===== config.mk =====
export PLATFORM = sky130hd
export DESIGN_NAME = bytepack_buf
export DESIGN_NICKNAME = d
export VERILOG_FILES = /design/src/rtl/bytepack_pkg.sv /design/src/rtl/bytepack_arb.sv /design/src/rtl/bytepack_swap.sv /design/src/rtl/bytepack_txsel.sv /design/src/rtl/bytepack_buf.sv
export SDC_FILE = /design/constraint.sdc
export NUM_CORES = 1
export LEC_CHECK = 0
export BUFFER_PORTS_ARGS = -buffer_cell sky130_fd_sc_hd__buf_2
export CAP_MARGIN = 20
export CORE_MARGIN = 2
export CORE_UTILIZATION = 55
export DETAILED_ROUTE_END_ITERATION = 8
export PLACE_DENSITY_LB_ADDON = 0.1
export SLEW_MARGIN = 15
export SYNTH_ARGS = -nofsm -noshare
export SYNTH_HDL_FRONTEND = slang
export SYNTH_HIERARCHICAL = 1
export SYNTH_SLANG_ARGS = --single-unit

===== constraint.sdc =====
create_clock -name clk -period 2.7 [get_ports clk]
set_input_delay 0.135 -clock clk [delete_from_list [all_inputs] [get_ports clk]]
set_output_delay 0.135 -clock clk [all_outputs]
set_load 0.02 [all_outputs]

===== src/rtl/bytepack_pkg.sv =====
package bytepack_pkg;

    // What the shared storage currently holds
    typedef enum logic [1:0] {
        ST_IDLE   = 2'd0,
        ST_TXHOLD = 2'd1,
        ST_RXHOLD = 2'd2
    } bp_state_e;

    // The single request acted on in a cycle
    typedef enum logic [2:0] {
        OP_NONE  = 3'd0,
        OP_START = 3'd1,
        OP_WRITE = 3'd2,
        OP_READ  = 3'd3,
        OP_POP   = 3'd4,
        OP_PUSH  = 3'd5
    } bp_op_e;

endpackage


===== src/rtl/bytepack_arb.sv =====
module bytepack_arb
    import bytepack_pkg::*;
(
    input  logic   start_i,
    input  logic   wr_i,
    input  logic   rd_i,
    input  logic   pop_i,
    input  logic   push_i,
    output bp_op_e op_o
);

    // Fixed priority: start, write, read, pop, push
    always_comb begin
        if (start_i)     op_o = OP_START;
        else if (wr_i)   op_o = OP_WRITE;
        else if (rd_i)   op_o = OP_READ;
        else if (pop_i)  op_o = OP_POP;
        else if (push_i) op_o = OP_PUSH;
        else             op_o = OP_NONE;
    end

endmodule


===== src/rtl/bytepack_swap.sv =====
module bytepack_swap #(
    parameter int unsigned BYTE_W = 8
) (
    input  logic                  swap_en_i,
    input  logic [2*BYTE_W-1:0]   din_i,
    output logic [2*BYTE_W-1:0]   dout_o
);

    always_comb begin
        if (swap_en_i) dout_o = {din_i[BYTE_W-1:0], din_i[2*BYTE_W-1:BYTE_W]};
        else           dout_o = din_i;
    end

endmodule


===== src/rtl/bytepack_txsel.sv =====
module bytepack_txsel #(
    parameter int unsigned DEPTH  = 4,
    parameter int unsigned BYTE_W = 8
) (
    input  logic [DEPTH*BYTE_W-1:0]      data_i,
    input  logic [$clog2(DEPTH+1)-1:0]   cnt_i,
    output logic [BYTE_W-1:0]            byte_o
);

    localparam int unsigned CNT_W = $clog2(DEPTH + 1);

    // Oldest transmit byte sits in slot cnt-1
    always_comb begin
        byte_o = '0;
        for (int i = 0; i < DEPTH; i++) begin
            if (cnt_i == CNT_W'(i + 1)) byte_o = data_i[i*BYTE_W +: BYTE_W];
        end
    end

endmodule


===== src/rtl/bytepack_buf.sv =====
module bytepack_buf
    import bytepack_pkg::*;
#(
    parameter int unsigned DEPTH  = 4,
    parameter int unsigned BYTE_W = 8
) (
    input  logic                          clk,
    input  logic                          rst_n,
    input  logic                          start_i,
    input  logic                          swap_i,
    input  logic                          wr_en_i,
    input  logic                          wr_byte_i,
    input  logic [2*BYTE_W-1:0]           wr_data_i,
    input  logic                          rd_en_i,
    output logic [2*BYTE_W-1:0]           rd_data_o,
    input  logic                          tx_pop_i,
    output logic [BYTE_W-1:0]             tx_byte_o,
    input  logic                          rx_push_i,
    input  logic [BYTE_W-1:0]             rx_byte_i,
    output logic [$clog2(DEPTH+1)-1:0]    tx_cnt_o,
    output logic [$clog2(DEPTH+1)-1:0]    rx_cnt_o,
    output logic                          tx_rdy_o,
    output logic                          rx_rdy_o,
    output logic                          single_o,
    output logic                          tx_udf_o,
    output logic                          rx_ovr_o,
    output logic                          acc_err_o
);

    localparam int unsigned HOST_W = 2 * BYTE_W;
    localparam int unsigned BUF_W  = DEPTH * BYTE_W;
    localparam int unsigned CNT_W  = $clog2(DEPTH + 1);
    localparam logic [CNT_W-1:0] CNT_ONE  = CNT_W'(1);
    localparam logic [CNT_W-1:0] CNT_TWO  = CNT_W'(2);
    localparam logic [CNT_W-1:0] CNT_FULL = CNT_W'(DEPTH);
    localparam logic [CNT_W-1:0] WR_LIMIT = CNT_W'(DEPTH - 2);

    bp_state_e         state_q, state_d;
    bp_op_e            op;
    logic [BUF_W-1:0]  data_q;
    logic [CNT_W-1:0]  txc_q, rxc_q, tx_add, tx_next;
    logic [HOST_W-1:0] wr_word, rd_raw, rd_word, rd_q;
    logic              wr_ok, push_ok, rd_drains;
    logic              tx_rdy_q, rx_rdy_q, single_q, udf_q, ovr_q, err_q;

    bytepack_arb u_arb (
        .start_i (start_i),
        .wr_i    (wr_en_i),
        .rd_i    (rd_en_i),
        .pop_i   (tx_pop_i),
        .push_i  (rx_push_i),
        .op_o    (op)
    );

    // Write path: the byte sent first goes to the upper half
    bytepack_swap #(.BYTE_W(BYTE_W)) u_wr_swap (
        .swap_en_i (~swap_i),
        .din_i     (wr_data_i),
        .dout_o    (wr_word)
    );

    // Read path: oldest byte lands low unless swapped
    bytepack_swap #(.BYTE_W(BYTE_W)) u_rd_swap (
        .swap_en_i (swap_i),
        .din_i     (rd_raw),
        .dout_o    (rd_word)
    );

    bytepack_txsel #(.DEPTH(DEPTH), .BYTE_W(BYTE_W)) u_txsel (
        .data_i (data_q),
        .cnt_i  (txc_q),
        .byte_o (tx_byte_o)
    );

    always_comb begin
        wr_ok     = (state_q != ST_RXHOLD) && (txc_q <= WR_LIMIT);
        push_ok   = (state_q != ST_TXHOLD) && (rxc_q != CNT_FULL);
        tx_add    = wr_byte_i ? CNT_ONE : CNT_TWO;
        tx_next   = txc_q + tx_add;
        rd_drains = (rxc_q <= CNT_TWO);
        rd_raw    = {(rxc_q >= CNT_TWO) ? data_q[HOST_W-1:BYTE_W] : {BYTE_W{1'b0}},
                     data_q[BYTE_W-1:0]};
    end

    // Next-state logic (T1..T5)
    always_comb begin
        state_d = state_q;
        if (op == OP_START) begin
            state_d = ST_IDLE;
        end else begin
            unique case (state_q)
                ST_IDLE: begin
                    if (op == OP_WRITE && wr_ok)       state_d = ST_TXHOLD;
                    else if (op == OP_PUSH && push_ok) state_d = ST_RXHOLD;
                end
                ST_TXHOLD: begin
                    if (op == OP_POP && txc_q == CNT_ONE) state_d = ST_IDLE;
                end
                ST_RXHOLD: begin
                    if (op == OP_READ && rd_drains) state_d = ST_IDLE;
                end
                default: state_d = ST_IDLE;
            endcase
        end
    end

    // State register
    always_ff @(posedge clk or negedge rst_n) begin
        if (!rst_n) state_q <= ST_IDLE;
        else        state_q <= state_d;
    end

    // Storage, counts and flags
    always_ff @(posedge clk or negedge rst_n) begin
        if (!rst_n) begin
            data_q   <= '0;
            txc_q    <= '0;
            rxc_q    <= '0;
            rd_q     <= '0;
            tx_rdy_q <= 1'b0;
            rx_rdy_q <= 1'b0;
            single_q <= 1'b0;
            udf_q    <= 1'b0;
            ovr_q    <= 1'b0;
            err_q    <= 1'b0;
        end else begin
            err_q <= 1'b0;
            case (op)
                OP_START: begin
                    data_q   <= '0;
                    txc_q    <= '0;
                    rxc_q    <= '0;
                    rx_rdy_q <= 1'b0;
                    tx_rdy_q <= 1'b1;
                    single_q <= 1'b0;
                end
                OP_WRITE: begin
                    udf_q <= 1'b0;
                    if (wr_ok) begin
                        if (wr_byte_i) data_q <= {data_q[BUF_W-BYTE_W-1:0], wr_data_i[BYTE_W-1:0]};
                        else           data_q <= {data_q[BUF_W-HOST_W-1:0], wr_word};
                        txc_q <= tx_next;
                        if (tx_next > WR_LIMIT) tx_rdy_q <= 1'b0;
                    end
                end
                OP_READ: begin
                    ovr_q <= 1'b0;
                    if (rxc_q == '0) begin
                        rd_q  <= '0;
                        err_q <= 1'b1;
                    end else begin
                        rd_q <= rd_word;
                        if (rxc_q == CNT_ONE) single_q <= 1'b1;
                        if (rd_drains) begin
                            rxc_q    <= '0;
                            rx_rdy_q <= 1'b0;
                        end else begin
                            data_q <= data_q >> HOST_W;
                            rxc_q  <= rxc_q - CNT_TWO;
                        end
                    end
                end
                OP_POP: begin
                    if (txc_q == '0) begin
                        udf_q <= 1'b1;
                    end else begin
                        txc_q <= txc_q - CNT_ONE;
                        if (txc_q - CNT_ONE <= WR_LIMIT) tx_rdy_q <= 1'b1;
                    end
                end
                OP_PUSH: begin
                    if (push_ok) begin
                        for (int i = 0; i < DEPTH; i++) begin
                            if (rxc_q == CNT_W'(i)) data_q[i*BYTE_W +: BYTE_W] <= rx_byte_i;
                        end
                        rxc_q    <= rxc_q + CNT_ONE;
                        rx_rdy_q <= 1'b1;
                    end else begin
                        ovr_q <= 1'b1;
                    end
                end
                default: ;
            endcase
        end
    end

    assign rd_data_o = rd_q;
    assign tx_cnt_o  = txc_q;
    assign rx_cnt_o  = rxc_q;
    assign tx_rdy_o  = tx_rdy_q;
    assign rx_rdy_o  = rx_rdy_q;
    assign single_o  = single_q;
    assign tx_udf_o  = udf_q;
    assign rx_ovr_o  = ovr_q;
    assign acc_err_o = err_q;

endmodule


==> flow_metrics.tcl <==
set metrics [dict create \
    status "completed" \
    vdd_ir_drop_max_uv 350 \
    ctsHtreeMaxLevel 3 \
    dieArea_um2 9080 \
    cts_tree "yes" \
    slew_viol_final 0 \
    grt_max_degree 47 \
    final_nets 591 \
    rsz0062_at_grt "false" \
    numCtsBuffers 9 \
    critPathMaxFanout 18 \
    drive_gt1_frac 0.283 \
    die_h_um 95.3 \
    min_period_ns 2.34 \
    drcViolationCount 0 \
    antenna_found_initial 0 \
    detailed_place_hpwl_um 8480 \
    synth_flop_cell "dfrtp_1" \
    vias 3931 \
    ioPinCount 69 \
    multi_input_area_um2 2790 \
    place_congestion 0.879 \
    yosysUniqueCellTypes 56 \
    tns_ns 0 \
    firstDrtPassIters 5 \
    grt_pass1_vias 3716 \
    power_density_nw_per_um2 645 \
    core_area_um2 8130 \
    maxCapViolations 0 \
    via_per_inst 5.99 \
    skew_ns 0.00692 \
    initial_utilization 0.564 \
    areaGrowthSynthToFinish_pct 13.3 \
    avgRoutedWirePerCell_um 18.3 \
    worst_pin_slew_ns 0.724 \
    cts-root-buf "clkbuf_8" \
    finalCritPeriodShare 0.865 \
    n_fill_cell 688 \
    grt-ovfl-total 0 \
    clk_pin_slew_ns 0.07 \
    port_buffers 68 \
    ant_nets 0 \
    synth_edf_count 0 \
    synthArstFlopShare 1.00 \
    synthesis.nets 529 \
    fin_area_um2 5200 \
    drt_iter0_markers 249 \
    post_cts_buffers 0 \
    synthCells 484 \
    hp-class "in2reg" \
    ys_seq_area_frac 0.338 \
    hold_violations 0 \
    slew-limit-headroom 0.517 \
    syn-cell-area_um2 4580 \
    start_kind "register" \
    row_count 33 \
    fmax_mhz 428 \
    synth_seq_cells 62 \
    fin_util 0.639 \
    p_leak_nw 2.43 \
    grt_pass1_wl_um 19500 \
    drt_wl_total_um 12000 \
    die_w_um 95.3 \
    seqCellArea_um2 1550 \
    grt.total_usage 0.282 \
    yosysWarnings 6 \
    syn_avg_cell_area_um2 9.47 \
    critical_path_required_ns 2.93 \
    diodes 0 \
    clk_path_buf_depth 2 \
    clock_latency_ns 0.35 \
    finalSetupViolations 0 \
    worstPathArrival_ns 2.57 \
    endpoint_kind "register" \
    place_area_um2 4990 \
    cts_num_sinks 62 \
    criticalPathCategory "reg2reg" \
]
-- synth_stat cells (9+ instances only) --
master / n / area, µm²
dfrtp_1: 62 / 1550
nand2_1: 60 / 225
o21ai_0: 55 / 275
mux2i_1: 40 / 400
nor2_1: 29 / 109
mux2_2: 28 / 315
nor2b_1: 23 / 144
mux2_4: 20 / 300
clkbuf_1: 19 / 71.3
a21oi_1: 18 / 90.1
o22a_1: 16 / 140
inv_1: 13 / 48.8
ha_1: 11 / 138
o22ai_1: 10 / 62.6
o221ai_1: 9 / 78.8
-- critical path: stages (launching register included) --
cell and delay (ns):
dfrtp_1 0.46, inv_1 0.16, ha_1 0.25, nor2b_1 0.21
nand2_1 0.11, o221ai_2 0.38, buf_4 0.34, a21oi_4 0.09
o22a_1 0.23
-- report_power, final --
group	internal (W)	leakage, nW	total, W	switching (W)
Combinational	0.000511	1.50	0.00116	0.000649
Clock	0.000473	0.106	0.000854	0.000382
Sequential	0.00111	0.818	0.00134	0.000230
Total	0.00209	2.43	0.00335	0.00126
-- cells in the final DEF, fill, tap and decap left out, types with 2 or more instances in the layout --
cell | netlist | final
ha_1 | 11 | 11
nor3b_1 | 3 | 3
o221ai_1 | 9 | 9
or4bb_1 | 6 | 6
inv_1 | 13 | 13
clkbuf_8 | 0 | 11
nand3_1 | 3 | 3
a21boi_0 | 2 | 2
nor3_1 | 2 | 2
o21ai_0 | 55 | 55
o32ai_1 | 2 | 2
nor2b_1 | 23 | 23
nand2_1 | 60 | 60
xor2_1 | 2 | 2
o211ai_1 | 2 | 2
nor2_1 | 29 | 29
nand3b_1 | 2 | 2
mux2_2 | 28 | 28
mux2_4 | 20 | 20
a21o_1 | 2 | 2
o22a_1 | 16 | 16
a21oi_1 | 18 | 18
buf_4 | 1 | 17
clkinv_2 | 0 | 3
o22ai_1 | 10 | 10
buf_2 | 6 | 68
nand2b_1 | 4 | 4
dfrtp_1 | 62 | 62
mux2i_1 | 40 | 40
-- cell families after synthesis --
family | after synthesis | synth area share
flip-flops | 62 | 0.338
AND/OR/NAND/NOR | 143 | 0.162
multiplexers | 88 | 0.222
AO/OA/AOI/OAI | 129 | 0.186
buffers and inverters | 48 | 0.0538
adder cells (fa/ha/maj) | 12 | 0.0344
XOR/XNOR | 2 | 0.00382
-- state kept, by name, indices dropped and copies added, names as in the netlist --
register	count
state_q	2
rx_ovr_o	1
tx_cnt_o	3
rx_rdy_o	1
tx_udf_o	1
tx_rdy_o	1
single_o	1
acc_err_o	1
rd_data_o	16
rx_cnt_o	3
data_q	32
-- stage by stage --
| step | hold WS [ns] | worst slack, ns | std cells | total power (W) |
|---|---|---|---|---|
| 2_1_floorplan | -0.161 | 0.437 | 484 | 0.00211 |
| 3_3_place_gp | 0.110 | 0.173 | 639 | 0.00247 |
| 3_5_place_dp | 0.119 | 0.114 | 639 | 0.00251 |
| 4_1_cts | 0.182 | 0.348 | 656 | 0.00336 |
| 5_1_grt | 0.227 | 0.202 | 656 | 0.00355 |
| 6_report | 0.193 | 0.365 | 656 | 0.00335 |
-- layer usage --
layer,global-route usage,wire [µm]
met5,0,0
met4,0.0954,230
met3,0.0474,887
met2,0.435,5600
met1,0.400,5290
-- worst paths after layout --
path / cells after the start / slack [ns] / endpoint / start
max reg2reg: 8 / 0.36 / data_q[6] / rx_cnt_o[1]
min in group asynchronous: 2 / 0.31 / rd_data_o[7] / rst_n
min: 4 / 0.19 / data_q[18] / rx_byte_i[2]
max in group asynchronous: 3 / 1.45 / data_q[6] / rst_n
max: 8 / 0.36 / data_q[6] / rx_cnt_o[1]
min reg2reg: 2 / 0.48 / rd_data_o[12] / rd_data_o[12]
-- what timing repair did --
item,in CTS,in global routing
hold buffers,1,0
hold endpoints to repair,21,0
resized for setup,0,0
-- cell type report --
| class | count | share of cell area |
|---|---|---|
| inverters | 13 | 0.00939 |
| flip-flops and latches | 62 | 0.299 |
| multi-input cells | 374 | 0.536 |
| clock inverters | 4 | 0.00867 |
| clock buffers | 12 | 0.0299 |
| repair buffers | 86 | 0.0920 |
| well taps | 105 | 0.0253 |
(Power assumes the default switching activity.)
